--- config.mk ---
export PLATFORM = sky130hd
export DESIGN_NAME = sync_pd_sequencer
export DESIGN_NICKNAME = d
export VERILOG_FILES = /design/src/rtl/sync_pd_pkg.sv /design/src/rtl/sync_pd_sync.sv /design/src/rtl/sync_pd_settle.sv /design/src/rtl/sync_pd_fsm.sv /design/src/rtl/sync_pd_sequencer.sv
export SDC_FILE = /design/constraint.sdc
export NUM_CORES = 1
export LEC_CHECK = 0
export BUFFER_PORTS_ARGS = -buffer_cell sky130_fd_sc_hd__buf_2
export CORE_MARGIN = 8
export CORE_UTILIZATION = 50
export DETAILED_ROUTE_END_ITERATION = 12
export PLACE_DENSITY = 0.74
export REMOVE_ABC_BUFFERS = 1
export SYNTH_ARGS = -nofsm -noshare
export SYNTH_HDL_FRONTEND = slang
export SYNTH_SLANG_ARGS = --single-unit
--- constraint.sdc ---
create_clock -name clk -period 2.3 [get_ports clk]
set_clock_uncertainty 0.1 [all_clocks]
set_input_delay 0.46 -clock clk [delete_from_list [all_inputs] [get_ports clk]]
set_output_delay 0.46 -clock clk [all_outputs]
set_load 0.02 [all_outputs]
--- src/rtl/sync_pd_pkg.sv ---
package sync_pd_pkg;

  typedef enum logic [2:0] {
    ST_PDN    = 3'd0,
    ST_WAKE   = 3'd1,
    ST_FCLR   = 3'd2,
    ST_SAMP   = 3'd3,
    ST_SETTLE = 3'd4,
    ST_RUN    = 3'd5
  } seq_state_e;

endpackage

--- src/rtl/sync_pd_sync.sv ---
module sync_pd_sync #(
  parameter int unsigned STAGES  = 2,
  parameter bit          RST_VAL = 1'b0
) (
  input  logic clk,
  input  logic rst_n,
  input  logic d_async,
  output logic q_sync
);

  logic [STAGES-1:0] chain_q;
  logic [STAGES-1:0] chain_d;

  generate
    if (STAGES == 1) begin : g_one
      always_comb chain_d = d_async;
    end else begin : g_many
      always_comb chain_d = {chain_q[STAGES-2:0], d_async};
    end
  endgenerate

  always_ff @(posedge clk or negedge rst_n) begin
    if (!rst_n) chain_q <= {STAGES{RST_VAL}};
    else        chain_q <= chain_d;
  end

  assign q_sync = chain_q[STAGES-1];

endmodule

--- src/rtl/sync_pd_settle.sv ---
module sync_pd_settle #(
  parameter int unsigned LIMIT = 592,
  parameter int unsigned CW    = $clog2(LIMIT)
) (
  input  logic clk,
  input  logic rst_n,
  input  logic count_en,
  output logic done
);

  localparam logic [CW-1:0] LAST = CW'(LIMIT - 1);

  logic [CW-1:0] cnt_q;
  logic [CW-1:0] cnt_d;

  always_comb begin
    if (count_en) cnt_d = cnt_q + 1'b1;
    else          cnt_d = '0;
  end

  always_ff @(posedge clk or negedge rst_n) begin
    if (!rst_n) cnt_q <= '0;
    else        cnt_q <= cnt_d;
  end

  assign done = count_en && (cnt_q == LAST);

  // Counting never wraps past the settling limit while enabled
  AST_CNT_NO_WRAP: assert property (@(posedge clk) disable iff (!rst_n)
    (count_en && !done) |=> (cnt_q != '0));

endmodule

--- src/rtl/sync_pd_fsm.sv ---
module sync_pd_fsm
  import sync_pd_pkg::*;
(
  input  logic clk,
  input  logic rst_n,
  input  logic pin_lvl,
  input  logic settle_done,
  output logic count_en,
  output logic core_en,
  output logic filt_clr,
  output logic samp_start,
  output logic rdy_n
);

  seq_state_e state_q;
  seq_state_e state_d;

  always_comb begin
    state_d = state_q;
    if (!pin_lvl) begin
      state_d = ST_PDN;
    end else begin
      unique case (state_q)
        ST_PDN:    state_d = ST_WAKE;
        ST_WAKE:   state_d = ST_FCLR;
        ST_FCLR:   state_d = ST_SAMP;
        ST_SAMP:   state_d = ST_SETTLE;
        ST_SETTLE: state_d = settle_done ? ST_RUN : ST_SETTLE;
        ST_RUN:    state_d = ST_RUN;
        default:   state_d = ST_PDN;
      endcase
    end
  end

  always_ff @(posedge clk or negedge rst_n) begin
    if (!rst_n) state_q <= ST_PDN;
    else        state_q <= state_d;
  end

  always_comb begin
    core_en    = (state_q != ST_PDN);
    filt_clr   = (state_q == ST_FCLR);
    samp_start = (state_q == ST_SAMP);
    rdy_n      = (state_q != ST_RUN);
    count_en   = (state_q == ST_FCLR) || (state_q == ST_SAMP) ||
                 (state_q == ST_SETTLE);
  end

  AST_PD_ON_LOW: assert property (@(posedge clk) disable iff (!rst_n)
    !pin_lvl |=> (!core_en && rdy_n && !filt_clr && !samp_start));

  AST_UP_ON_RELEASE: assert property (@(posedge clk) disable iff (!rst_n)
    (!core_en && pin_lvl) |=> core_en);

  AST_CLR_AFTER_UP: assert property (@(posedge clk) disable iff (!rst_n)
    ($rose(core_en) && pin_lvl) |=> (filt_clr && !samp_start));

  AST_SAMP_AFTER_CLR: assert property (@(posedge clk) disable iff (!rst_n)
    (filt_clr && pin_lvl) |=> (samp_start && !filt_clr));

  AST_RDY_HOLDS: assert property (@(posedge clk) disable iff (!rst_n)
    (!rdy_n && pin_lvl) |=> (!rdy_n && core_en));

  AST_PULSES_EXCL: assert property (@(posedge clk) disable iff (!rst_n)
    $onehot0({filt_clr, samp_start, !rdy_n}));

endmodule

--- src/rtl/sync_pd_sequencer.sv ---
module sync_pd_sequencer #(
  parameter int unsigned SYNC_STAGES = 2,
  parameter int unsigned DECIM       = 8,
  parameter int unsigned SETTLE_ODR  = 74
) (
  input  logic clk,
  input  logic rst_n,
  input  logic sync_pd_n,
  output logic core_en,
  output logic filt_clr,
  output logic samp_start,
  output logic rdy_n
);

  localparam int unsigned SETTLE_CYCLES = DECIM * SETTLE_ODR;
  localparam int unsigned CNT_W         = $clog2(SETTLE_CYCLES);

  logic pin_lvl;
  logic count_en;
  logic settle_done;

  sync_pd_sync #(
    .STAGES  (SYNC_STAGES),
    .RST_VAL (1'b0)
  ) u_sync (
    .clk     (clk),
    .rst_n   (rst_n),
    .d_async (sync_pd_n),
    .q_sync  (pin_lvl)
  );

  sync_pd_settle #(
    .LIMIT (SETTLE_CYCLES),
    .CW    (CNT_W)
  ) u_settle (
    .clk      (clk),
    .rst_n    (rst_n),
    .count_en (count_en),
    .done     (settle_done)
  );

  sync_pd_fsm u_fsm (
    .clk         (clk),
    .rst_n       (rst_n),
    .pin_lvl     (pin_lvl),
    .settle_done (settle_done),
    .count_en    (count_en),
    .core_en     (core_en),
    .filt_clr    (filt_clr),
    .samp_start  (samp_start),
    .rdy_n       (rdy_n)
  );

  AST_SETTLE_MIN: assert property (@(posedge clk) disable iff (!rst_n)
    $rose(filt_clr) |=> rdy_n);

endmodule

==> flow_metrics.env, run 1 <==
export IMPL_outcome="finished, final reports clean"
export IMPL_cts_root_buffer="clkbuf_4"
export IMPL_routed_wl_um=1170
export IMPL_io_buffer_count=6
export IMPL_clk_pin_slew_ns=0.08
export IMPL_cts_tree="done"
export IMPL_rsz0062_at_grt="no"
export IMPL_layout_commonest_cell="dfrtp_1"
export IMPL_ios=7
export IMPL_report_final_slew_viol_count=0
export IMPL_worstSetupStartpointType="flip-flop"
export IMPL_core_um2=1280
export IMPL_routed_via_density=5.60
export IMPL_fin_crit_sh_pct=78.6
export IMPL_dp_hpwl_um=848
export IMPL_cap_violations=0
export IMPL_p_seq_share_pct=56.9
export IMPL_setup_tns_ns=0
export IMPL_seq_area_frac_synth_pct=55.6
export IMPL_p_leak_nw=0.327
export IMPL_hold_violations=0
export IMPL_gr_total_overflow=0
export IMPL_worstPathCellList="or3_1 -> buf_2"
export IMPL_path_class="flip-flop to primary output"
export IMPL_post_cts_buffers=0
export IMPL_htreeDepth=1
export IMPL_place_inst=84
export IMPL_fmax_mhz=553
export IMPL_powerDensity_nw_per_um2=679
export IMPL_critPathMaxStageDelay_ns=0.44
export IMPL_final_cell_mix="dfrtp_1 (15), nor2_1 (6), buf_2 (6)"
export IMPL_drc=0
export IMPL_crit_arrival_ns=1.25
export IMPL_firstDrtPassIters=4
export IMPL_min_path_type="primary input to flip-flop"
export IMPL_synth_compound_area_share_pct=11.7
export IMPL_netSwitchingFraction_pct=28.3
export IMPL_die_w_um=52.8
export IMPL_cp_slowest_cell="dfrtp_1"
export IMPL_tightest_slew_ns=0.370
export IMPL_period_minus_slack_ns=1.81
export IMPL_antenna_cells=0
export IMPL_ant_nets=0
export IMPL_combPwrFrac_pct=13.6
export IMPL_clock_path_buffers=2
export IMPL_grt_pass1_vias=482
export IMPL_required_ns=1.74
export IMPL_antenna_found_initial=0
export IMPL_synthMuxAreaShare_pct=0
export IMPL_drt_iter0_markers=7
export IMPL_vdd_drop_max_uv=537
export IMPL_initial_core_util_pct=52.6
export IMPL_syn_area_um2=676
export IMPL_fin_cells=89
export IMPL_synthXorXnorAreaFrac_pct=5.19
export IMPL_crit_path_max_fanout=6
export IMPL_synth_seq_cells=15
export IMPL_yosysTopAreaCell="dfrtp_1"
export IMPL_syn2layout_area_growth_pct=12.2
export IMPL_synth_area_per_cell_um2=10.6
export IMPL_clk_latency_ns=0.29
export IMPL_synthSimpleGateAreaFrac_pct=23.5
export IMPL_row_count=13
export IMPL_setup_viol=0
export IMPL_switchingPower_w=0.000146
export IMPL_dieArea_um2=2780
export IMPL_routedWlPerCell_um=13.2
export IMPL_grt_start_max_net_pins=16
export IMPL_clkSinkCount=15
export IMPL_yosys_warnings=0
export IMPL_p_clk_share_pct=29.5
export IMPL_synth_cells=64
export IMPL_die_h_um=52.8
export IMPL_synthDistinctLibCells=24
export IMPL_intPower_w=0.000369
export IMPL_worstSetupEndpointType="primary output"
export IMPL_synthAdderAreaFrac_pct=1.85
export IMPL_synth_area_leaders="dfrtp_1 (56%), or3_1 (4.6%), xnor2_1 (3.9%)"
export IMPL_grt_pass1_wl_um=1970
export IMPL_numCtsBuffers=3
export IMPL_max_slew_margin_pct=75.3
export IMPL_final_layout_size_suffix_gt1_share_pct=16.2
export IMPL_nFillCells=123
export IMPL_num_nets_final=79
export IMPL_synth_top_family_by_area="simple AND/OR/NAND/NOR gates"
export IMPL_yosysTopAreaCellShare_pct=55.6
export IMPL_num_vias=498
export IMPL_gp_congestion=0.659
export IMPL_grt_usage_pct=9.62
[metrics by stage]
stage	worst slack, ns	hold WS, ns	utilization (%)	total power [W]	area (um2)
after floorplan	0.865	0.0644	-	0.000342	672
after global placement	0.797	0.233	56.1	0.000366	721
after detailed placement	0.797	0.246	56.1	0.000367	721
after CTS	0.479	0.173	59.0	0.000520	758
after global routing	0.449	0.164	59.0	0.000541	758
final	0.492	0.184	59.0	0.000515	758
[Yosys cell counts]
cell type   n
ha_1        1
o21a_1      2
a21oi_1     5
or4bb_1     1
nor2b_1     2
nor2_1      6
nand3_1     3
inv_1       3
o31ai_1     1
nand4_1     1
or3_1       5
dfrtp_1    15
or4_1       1
or3_2       1
o221a_1     1
nand2b_1    2
xnor2_1     3
clkbuf_1    1
nand4_2     1
nand2_1     2
o21ai_0     4
nor3b_1     1
nor3_1      1
xor2_1      1
[cell type report]
| type | count | area, um2 | area share, % |
|---|---|---|---|
| Multi-Input combinational cell | 45 | 285 | 37.6 |
| Timing Repair Buffer | 7 | 40.0 | 5.28 |
| Clock buffer | 3 | 22.5 | 2.97 |
| Sequential cell | 15 | 375 | 49.5 |
| Clock inverter | 1 | 5.00 | 0.660 |
| Inverter | 3 | 11.3 | 1.49 |
| Tap cell | 15 | 18.8 | 2.48 |
[cells by family (layout without fill, tap and decap cells)]
family,after synthesis,count (layout)
flops,15,15
simple gates,27,27
fa+ha+maj,1,1
xor+xnor,4,4
buf+inv,4,14
compound gates,13,13
[power by group through the flow]
stage	sequential, W	combinational, W	clock (W)
after global routing	0.000295	0.0000785	0.000168
final	0.000293	0.0000701	0.000152
after detailed placement	0.000298	0.0000694	0
after global placement	0.000297	0.0000691	0
after floorplan	0.000295	0.0000470	0
after CTS	0.000293	0.0000720	0.000155
[layer usage]
layer / track usage, % / vias to the layer above / share of wire [%]
met5: 0 / - / 0
met4: 6.47 / 0 / 2.9
met3: 3.69 / 5 / 4.3
met2: 15.2 / 6 / 50
met1: 10.3 / 241 / 43
li1: - / 246 / -
[repair_timing]
| item | in CTS | in global routing |
|---|---|---|
| hold endpoints to repair | 15 | 0 |
| hold buffers | 1 | 0 |
| gates resized for setup | 0 | 0 |
[final timing paths]
path | startpoint | endpoint | slack, ns | cells after the start
min reg2reg | u_sync.chain_q[0] | u_sync.chain_q[1] | 0.26 | 0
min | sync_pd_n | u_sync.chain_q[0] | 0.18 | 1
min in group asynchronous | rst_n | u_settle.cnt_q[6] | 0.49 | 2
max reg2reg | u_fsm.state_q[1] | u_fsm.state_q[0] | 0.81 | 3
max | u_fsm.state_q[1] | core_en | 0.49 | 2
max in group asynchronous | rst_n | u_settle.cnt_q[0] | 1.35 | 2
[flip-flops by register name (all words and copies together) (netlist names)]
| signal | flops |
|---|---|
| u_settle.cnt_q | 10 |
| u_sync.chain_q | 2 |
| u_fsm.state_q | 3 |
[critical path: cells and delay by family (launching register included)]
kind          cells  cell delay [ns]
flops             1             0.44
simple gates      1             0.37
buf+inv           1             0.16
(Power assumes the default switching activity.)
==> run 2: changes to the inputs <==
- ABC_AREA: default -> 1
- clock period: 2.3 -> 1.9 ns (I/O delays scaled with it)
==> flow_metrics.env, run 2 <==
export IMPL_core_um2=1450
export IMPL_tightest_slew_ns=0.319
export IMPL_hold_buffers=1
export IMPL_layout_commonest_cell="nor2_1"
export IMPL_yosysTopAreaCell="dfrtp_1"
export IMPL_drt_iter0_markers=7
export IMPL_crit_path_max_fanout=7
export IMPL_routedWlPerCell_um=10.5
export IMPL_worst_hold_slack_ns=0.107
export IMPL_synth_cells=91
export IMPL_hold_path_startpoint="sync_pd_n"
export IMPL_clkSinkCount=15
export IMPL_setup_viol=0
export IMPL_largest_register="u_settle.cnt_q"
export IMPL_syn_area_um2=742
export IMPL_crit_family="flip-flops"
export IMPL_period_minus_slack_ns=1.67
export IMPL_antenna_found_initial=0
export IMPL_largest_reg_flops=10
export IMPL_drc=0
export IMPL_routed_wl_um=1240
export IMPL_dp_hpwl_um=992
export IMPL_grt_usage_pct=10.5
export IMPL_cts_root_buffer="clkbuf_4"
export IMPL_synth_seq_cells=15
export IMPL_yosysMostFrequentCell="nor2_1"
export IMPL_synthFlopType="dfrtp_1"
export IMPL_synth_area_leaders="dfrtp_1 (51%), nor2_1 (9.1%), nand2_1 (7.1%)"
export IMPL_routed_via_density=4.91
export IMPL_num_vias=579
export IMPL_yosys_warnings=0
export IMPL_gr_total_overflow=0
export IMPL_setup_tns_ns=0
export IMPL_clock_path_buffers=2
export IMPL_clk_latency_ns=0.28
export IMPL_critPathMaxStageDelay_ns=0.46
export IMPL_nFillCells=134
export IMPL_antenna_cells=0
export IMPL_syn2layout_area_growth_pct=11.6
export IMPL_final_layout_size_suffix_gt1_share_pct=21.6
export IMPL_p_leak_nw=0.400
export IMPL_gp_congestion=0.818
export IMPL_design_area_um2=828
export IMPL_max_slew_margin_pct=78.7
export IMPL_initial_core_util_pct=51.0
export IMPL_yosysTopAreaCellShare_pct=50.6
export IMPL_seq_area_frac_synth_pct=50.6
export IMPL_report_final_slew_viol_count=0
export IMPL_fin_ws_ns=0.225
export IMPL_row_count=14
export IMPL_worstPathCellList="nor2_1 -> inv_2 -> nor2_1 -> buf_2"
export IMPL_min_path_type="primary input to flip-flop"
export IMPL_dieArea_um2=2970
export IMPL_rsz0062_at_grt="no"
export IMPL_critPathBufInv=2
export IMPL_cts_tree="done"
export IMPL_cap_violations=0
export IMPL_synth_edff_count=0
export IMPL_clk_pin_slew_ns=0.08
export IMPL_firstDrtPassIters=4
export IMPL_grt_pass1_wl_um=2240
export IMPL_numCtsBuffers=3
export IMPL_outcome="finished, final reports clean"
export IMPL_vdd_drop_max_uv=535
export IMPL_place_ws_ns=0.511
export IMPL_synthTopCellsByCount="nor2_1 (18), dfrtp_1 (15), nand2_1 (14)"
export IMPL_hold_violations=0
export IMPL_grt_start_max_net_pins=16
export IMPL_startpoint="u_fsm.state_q[2]"
export IMPL_num_nets_final=107
export IMPL_path_class="flip-flop to primary output"
export IMPL_worstSetupStartpointType="flip-flop"
export IMPL_fmax_mhz=597
export IMPL_die_w_um=54.5
export IMPL_die_h_um=54.5
export IMPL_synthDistinctLibCells=19
export IMPL_place_area_um2=792
export IMPL_synth_area_per_cell_um2=8.15
export IMPL_multi_input_area_um2=314
export IMPL_io_buffer_count=6
export IMPL_cp_slowest_cell="dfrtp_1"
export IMPL_async_flop_share_pct=100
export IMPL_ios=7
export IMPL_r2r_start="u_settle.cnt_q[0]"
export IMPL_seqCellArea_um2=375
export IMPL_grt_pass1_vias=539
export IMPL_crit_arrival_ns=1.19
export IMPL_cts_resized=0
export IMPL_ant_nets=0
export IMPL_final_cell_mix="nor2_1 (18), dfrtp_1 (15), nand2_1 (14)"
export IMPL_post_cts_buffers=0
export IMPL_fin_crit_sh_pct=88.1
export IMPL_reg_top3="u_settle.cnt_q x10, u_fsm.state_q x3, u_sync.chain_q x2"
export IMPL_cp_common_cell="nor2_1"
export IMPL_powerDensity_nw_per_um2=726
export IMPL_required_ns=1.42
export IMPL_worstSetupEndpointType="primary output"
export IMPL_htreeDepth=1
[run 2: cell types whose count changed in the layout (fill, tap and decap cells not counted), sizes merged, moves of 3 or more]
| cell | before | now |
|---|---|---|
| inv | 3 | 14 |
| nand2 | 2 | 18 |
| nand3 | 3 | 7 |
| nor2 | 6 | 21 |
| or3 | 6 | 0 |
| xnor2 | 3 | 0 |
[run 2: layout make-up]
| type | count | share of cell area [%] |
|---|---|---|
| Sequential cell | 15 | 45.3 |
| Multi-Input combinational cell | 62 | 37.9 |
| Inverter | 14 | 6.34 |
| Timing Repair Buffer | 7 | 4.83 |
| Clock buffer | 4 | 3.17 |
| Tap cell | 16 | 2.42 |
[run 2: cells by family (layout without fill, tap and decap cells)]
logic type | count (synthesis) | after routing | synth area share [%]
buffers and inverters | 14 | 25 | 7.08
xor gates and xnor gates | 1 | 1 | 1.18
AOI/OAI and AO/OA | 9 | 9 | 6.07
adders and majority gates | 1 | 1 | 1.69
and+or+nand+nor | 51 | 51 | 33.4
DFF | 15 | 15 | 50.6
[run 2: power breakdown]
part	switching, W	internal (W)
clock network	0.0000936	0.0000814
logic	0.0000536	0.0000261
registers	0.0000148	0.000332
total	0.000162	0.000440
[run 2: path summary, 6_finish.rpt]
check                                     to  slack, ns  cells past startpoint
setup / recovery                    filt_clr       0.23                      4
hold / removal             u_sync.chain_q[0]       0.11                      1
setup reg to reg           u_settle.cnt_q[4]       0.63                      5
hold reg to reg            u_sync.chain_q[1]       0.25                      0
max in group asynchronous   u_fsm.state_q[2]       1.04                      2
min in group asynchronous   u_fsm.state_q[0]       0.42                      2
[run 2: metrics by stage]
stage / std cells / utilization, % / total power, W
after CTS: 118 / 57.0 / 0.000616
after global routing: 118 / 57.0 / 0.000642
after global placement: 113 / 54.5 / 0.000431
after detailed placement: 113 / 54.5 / 0.000434
final: 118 / 57.0 / 0.000602
after floorplan: 91 / - / 0.000407
[run 2: layer usage]
metal	vias to the layer above	wire (um)	global-route usage (%)
li1	310	-	-
met1	260	568	11.1
met2	5	587	17.9
met3	4	37	1.63
met4	0	48	8.61
met5	-	0	0
==> run 3: changes to the inputs <==
- CORE_UTILIZATION: 50 -> 49
- PLACE_DENSITY: 0.74 -> 0.76
- clock period: 1.9 -> 1.4 ns (I/O delays scaled with it)
==> flow_metrics.env, run 3 (same netlist as run 2, synthesis figures left out) <==
export IMPL_dp_hpwl_um=958
export IMPL_report_final_slew_viol_count=0
export IMPL_largest_reg_flops=10
export IMPL_setup_viol=4
export IMPL_die_h_um=54.9
export IMPL_grt_pass1_wl_um=2420
export IMPL_worst_hold_slack_ns=0.253
export IMPL_combPwrFrac_pct=19.5
export IMPL_ff2ff_setup_slack_ns=0.05
export IMPL_reg2reg_depth=7
export IMPL_hold_path_startpoint="u_sync.chain_q[0]"
export IMPL_nFillCells=117
export IMPL_syn2layout_area_growth_pct=28.3
export IMPL_min_path_type="flip-flop to flip-flop"
export IMPL_row_count=14
export IMPL_fin_crit_sh_pct=108
export IMPL_fmax_mhz=664
export IMPL_clk_latency_ns=0.27
export IMPL_cap_violations=0
export IMPL_antenna_found_initial=0
export IMPL_r2r_end="u_settle.cnt_q[6]"
export IMPL_htreeDepth=1
export IMPL_worstHoldEndpoint="u_sync.chain_q[1]"
export IMPL_numCtsBuffers=3
export IMPL_clock_path_buffers=2
export IMPL_gr_total_overflow=0
export IMPL_vdd_drop_max_uv=666
export IMPL_rsz0062_at_grt="yes"
export IMPL_drc=0
export IMPL_largest_register="u_settle.cnt_q"
export IMPL_worstSetupStartpointType="flip-flop"
export IMPL_routedWlPerCell_um=11.4
export IMPL_grt_pass1_vias=611
export IMPL_violations="setup timing"
export IMPL_ios=7
export IMPL_path_class="flip-flop to primary output"
export IMPL_reg_top3="u_settle.cnt_q x10, u_fsm.state_q x3, u_sync.chain_q x2"
export IMPL_dieArea_um2=3020
export IMPL_hold_depth=0
export IMPL_clk_pin_slew_ns=0.09
export IMPL_die_w_um=54.9
export IMPL_antenna_cells=0
export IMPL_ant_nets=0
export IMPL_routed_via_density=5.03
export IMPL_multi_input_area_um2=333
export IMPL_gp_congestion=0.827
export IMPL_cts_root_buffer="clkbuf_4"
export IMPL_setup_tns_ns=-0.350
export IMPL_tightest_slew_ns=0.312
export IMPL_p_clk_share_pct=26.6
export IMPL_hold_violations=0
export IMPL_outcome="complete, but fails checks"
export IMPL_initial_core_util_pct=51.0
export IMPL_clkSinkCount=15
export IMPL_num_vias=644
export IMPL_netSwitchingFraction_pct=27.0
export IMPL_p_seq_share_pct=53.9
export IMPL_firstDrtPassIters=4
export IMPL_r2r_start="u_fsm.state_q[2]"
export IMPL_crit_arrival_ns=1.13
export IMPL_seqCellArea_um2=378
export IMPL_routed_wl_um=1460
export IMPL_final_layout_size_suffix_gt1_share_pct=32.1
export IMPL_worstSetupEndpointType="primary output"
export IMPL_layout_commonest_cell="nor2_1"
export IMPL_cts_tree="done"
export IMPL_powerDensity_nw_per_um2=921
export IMPL_drt_iter0_markers=6
export IMPL_grt_usage_pct=10.8
export IMPL_num_nets_final=117
export IMPL_core_um2=1450
export IMPL_intPower_w=0.000640
export IMPL_switchingPower_w=0.000237
export IMPL_io_buffer_count=6
export IMPL_p_leak_nw=0.454
export IMPL_max_slew_margin_pct=79.2
export IMPL_required_ns=1.02
export IMPL_final_cell_mix="nor2_1 (17), nand2_1 (14), dfrtp_1 (13)"
export IMPL_crit_path_max_fanout=5
export IMPL_period_minus_slack_ns=1.51
export IMPL_fin_ws_ns=-0.107
export IMPL_grt_start_max_net_pins=16
[run 3: cell types whose count changed in the layout (fill, tap and decap cells not counted), moves of 2 or more]
cell     delta
buf_2       -4
buf_4       +9
buf_6       +4
dfrtp_1     -2
dfrtp_2     +2
[run 3: per-stage QoR]
step / power, W / setup WS [ns] / util (%) / cell area [um2] / instances
after floorplan: 0.000552 / 0.114 / - / 742 / 91
after global placement: 0.000585 / 0.154 / 54.5 / 792 / 113
after detailed placement: 0.000589 / 0.127 / 54.5 / 792 / 113
after CTS: 0.000860 / -0.100 / 62.0 / 902 / 125
after global routing: 0.000927 / -0.176 / 65.5 / 952 / 128
final: 0.000877 / -0.107 / 65.5 / 952 / 128
[run 3: what timing repair did]
item / in CTS / in global routing
endpoints found under the setup margin: 4 / 4
hold buffers: 1 / 1
setup buffers: 7 / 2
pin swaps: 2 / 2
gates resized for setup: 8 / 7
cloned: 0 / 0
endpoints found under the hold margin: 15 / 1
[run 3: how the worst max path moves through the flow]
stage | start | endpoint | cells after the start
6_report | u_fsm.state_q[2] | filt_clr | 4
5_1_grt | u_fsm.state_q[2] | filt_clr | 4
4_1_cts | u_fsm.state_q[1] | filt_clr | 5
3_5_place_dp | u_fsm.state_q[2] | filt_clr | 4
3_3_place_gp | u_settle.cnt_q[0] | u_settle.cnt_q[6] | 5
2_1_floorplan | u_fsm.state_q[2] | filt_clr | 3
[run 3: area by class of cell]
type / count / area share, %
Tap cell: 16 / 2.10
Inverter: 14 / 5.52
Sequential cell: 15 / 39.7
Multi-Input combinational cell: 62 / 35.0
Timing Repair Buffer: 17 / 15.0
Clock buffer: 4 / 2.76
[run 3: critical path, stage by stage, from the launching register on]
cell	delay [ns]
dfrtp_2	0.46
nor2_4	0.13
inv_2	0.04
nor2_1	0.08
buf_4	0.14
[run 3: power by group through the flow]
stage | registers, W | logic, W | clock network, W
floorplan | 0.000476 | 0.0000755 | 0
finish | 0.000473 | 0.000171 | 0.000233
CTS | 0.000470 | 0.000147 | 0.000242
global placement | 0.000479 | 0.000106 | 0
global route | 0.000476 | 0.000190 | 0.000262
detailed placement | 0.000480 | 0.000109 | 0
[run 3: routing by layer]
layer	track usage, %	part of all wire, %	routed length [um]	vias to the layer above
met3	3.21	3.6	53	4
met1	11.5	42	612	307
met2	19.8	53	773	6
met4	3.60	1.4	20	0
met5	0	0	0	-
li1	-	-	-	327
